[config.mk]
export PLATFORM = sky130hd
export DESIGN_NAME = dec4to16_cascade
export DESIGN_NICKNAME = d
export VERILOG_FILES = /design/src/rtl/dec3to8_lowout.sv /design/src/rtl/dec4to16_cascade.sv
export SDC_FILE = /design/constraint.sdc
export NUM_CORES = 1
export LEC_CHECK = 0
export ABC_AREA = 1
export BUFFER_PORTS_ARGS = -buffer_cell sky130_fd_sc_hd__buf_2
export CORE_AREA = 2 2 39 41
export DETAILED_ROUTE_END_ITERATION = 10
export DIE_AREA = 0 0 41 43
export GPL_TIMING_DRIVEN = 0
export SYNTH_ARGS = -nofsm -noshare
export SYNTH_HDL_FRONTEND = slang
export SYNTH_SLANG_ARGS = --single-unit
[constraint.sdc]
create_clock -name vclk -period 0.8
set_input_delay 0 -clock vclk [all_inputs]
set_output_delay 0 -clock vclk [all_outputs]
set_load 0.005 [all_outputs]
[src/rtl/dec3to8_lowout.sv]
module dec3to8_lowout #(
  parameter int CODE_W = 3
) (
  input  logic [CODE_W-1:0]      code,
  input  logic                   en_hi,
  input  logic                   en_lo_a_n,
  input  logic                   en_lo_b_n,
  output logic [(1<<CODE_W)-1:0] out_n
);
  localparam int LINES = 1 << CODE_W;

  logic live;
  assign live  = en_hi & ~en_lo_a_n & ~en_lo_b_n;
  assign out_n = live ? ~(LINES'(1) << code) : {LINES{1'b1}};
endmodule

[src/rtl/dec4to16_cascade.sv]
module dec4to16_cascade (
  input  logic [3:0]  sel,
  input  logic        ena,
  input  logic        gate_n,
  output logic [15:0] out_n
);
  logic ena_n;
  assign ena_n = ~ena;

  dec3to8_lowout #(.CODE_W(3)) u_low (
    .code      (sel[2:0]),
    .en_hi     (ena),
    .en_lo_a_n (sel[3]),
    .en_lo_b_n (gate_n),
    .out_n     (out_n[7:0])
  );

  dec3to8_lowout #(.CODE_W(3)) u_high (
    .code      (sel[2:0]),
    .en_hi     (sel[3]),
    .en_lo_a_n (gate_n),
    .en_lo_b_n (ena_n),
    .out_n     (out_n[15:8])
  );
endmodule

==> impl_results.md <==
- Die footprint: 1760 sq um
- Hold Path Class: input pin to output port
- Unique masters post-synth: 6
- Post-route ant nets: 0
- Status: finished, final reports clean
- Layout cells sized above 1: 46.6%
- CP peak stage delay: 0.18 ns
- Clock period minus final worst setup slack: 0.618 ns
- I/O pin total: 22
- CP top delay family: simple AND/OR/NAND/NOR gates
- Area share of the leading cell type in the synthesized netlist: 49.2%
- Final setup fails: 0
- P&R area growth vs syn: 85.2%
- DRC: 0
- Post-Syn Area per Cell: 4.24 sq um
- Final Slew Violations: 0
- Global-route wire length before repair: 862 um
- CP Cell Sequence: buf_2 -> inv_1 -> nand2_2 -> nor2_4 -> nand2_1 -> buf_2
- Yosys warnings: 0
- Pwr/cell area: 279 nW/um^2
- DRT Pass-1 Iters: 4
- Antenna violations before repair: 0
- Die width: 41 um
- Clk pwr share: 0%
- Gr ovfl total: 0
- Placeable Area: 1380 sq um
- Synth Instances: 36
- Post-CTS Hold Fix Bufs: 0
- Internal power: 0.0292 mW
- VDD IR-drop max: 0.107 mV
- # diodes: 0
- CP Data Arrival Time: 0.62 ns
- Largest net degree at the start of global routing: 9
- Routed WL: 552 um
- Most used cell, CP: buf_2
- Initial Util: 11.0%
- Worst Path Buf+Inv: 3
- Post-DR vias/cell: 3.61
- Dominant cell type by area after synthesis: nand2_1
- Worst-Margin Slew: 0.193 ns
- Gp weighted congestion: 0.589
- Dpl hpwl: 492 um
- Worst endpoint required time: 0.80 ns
- Max frequency: 1620 MHz
- PortBufs: 22
- Final Hold Viols: 0
- Post-synthesis sequential area ratio: 0%
- DRT iter0 DRCs: 5
- Number of sequential cells: 0
- Vias: 267
- Netlist Area Pre-Place: 153 sq um
- Crit Path Class: input pin to output port
- Net Count, Synth: 42
- Static Leak: 0.121 nW
- Logic pwr share: 100.0%
- Worst path slowest cell: nor2_4
- Switching pwr: 0.0497 mW
- Hold Slack: 0.329 ns
- Setup TNS: 0 ns
- Final #Nets: 66
- Slew headroom: 87.1%
- CP startpoint kind: input pin
- Die height: 43 um
- RSZ-0062 raised after global routing: no
- # resized after CTS: 0
- Worst-path fanout max: 8
- Gr usage total: 6.49%
- Vias in the first global route: 216
- Final Cycle Share: 77.2%
- Max-Cap Viols: 0
- Critical Path Sink Type: output port
- Reg power frac: 0%
- Synth top area cells: nand2_1 49%, nor2_1 20%, nor2_4 15%
- Number of post-CTS setup repair buffers: 0
- Sw frac: 63.0%
- CLK BUF: 0
- Sequential standard cell area: 0 sq um
- Std-Cell Rows: 14
- Wire per inst: 7.46 um
[metrics by stage]
stage | instance area (sq um) | power (mW) | std cells | worst slack, ns | util, %
finish | 283 | 0.0789 | 74 | 0.182 | 20.4
detailed placement | 283 | 0.0804 | 74 | 0.168 | 20.4
floorplan | 153 | 0.0438 | 36 | 0.452 | -
global placement | 283 | 0.0795 | 74 | 0.191 | 20.4
global route | 283 | 0.0921 | 74 | 0.0928 | 20.4
CTS | 283 | 0.0806 | 74 | 0.168 | 20.4
[cell usage in the layout, fill, tap and decap left out]
cell type  netlist  routed
nor2_1           8       8
buf_2            0      22
inv_1            3       3
inv_2            2       2
nor2_4           2       2
nand2_2          1       1
nand2_1         20      20
[kinds of logic after synthesis]
logic type / synth area share (%)
buf+inv: 12.3
simple gates: 87.7
[final timing paths]
kind | from | to | slack, ns | cells after the start
worst max-delay path | gate_n | out_n[11] | 0.18 | 6
worst min-delay path | sel[3] | out_n[7] | 0.33 | 4
[cells in the mapped netlist]
cell type  count
nor2_1         8
inv_1          3
nand2_2        1
nand2_1       20
inv_2          2
nor2_4         2
[final cells by class]
type,instances,area (sq um)
timing repair buffer,22,110
fill,168,1100
inverter,5,18.8
multi-input combinational,31,134
tap,16,20.0
[metal layers]
metal | vias to the layer above | routed length (um) | global-route usage, % | share of wire [%]
met5 | - | 0 | 0 | 0
met4 | 0 | 0 | 0 | 0
met3 | 0 | 54 | 0.524 | 9.8
met2 | 10 | 283 | 11.9 | 51
met1 | 110 | 214 | 8.23 | 39
li1 | 147 | - | - | -
[power groups by stage]
stage | sequential (mW) | combinational, mW | clock, mW
finish | 0 | 0.0789 | 0
global route | 0 | 0.0921 | 0
CTS | 0 | 0.0806 | 0
detailed placement | 0 | 0.0804 | 0
global placement | 0 | 0.0795 | 0
floorplan | 0 | 0.0438 | 0
(Power assumes the default switching activity.)
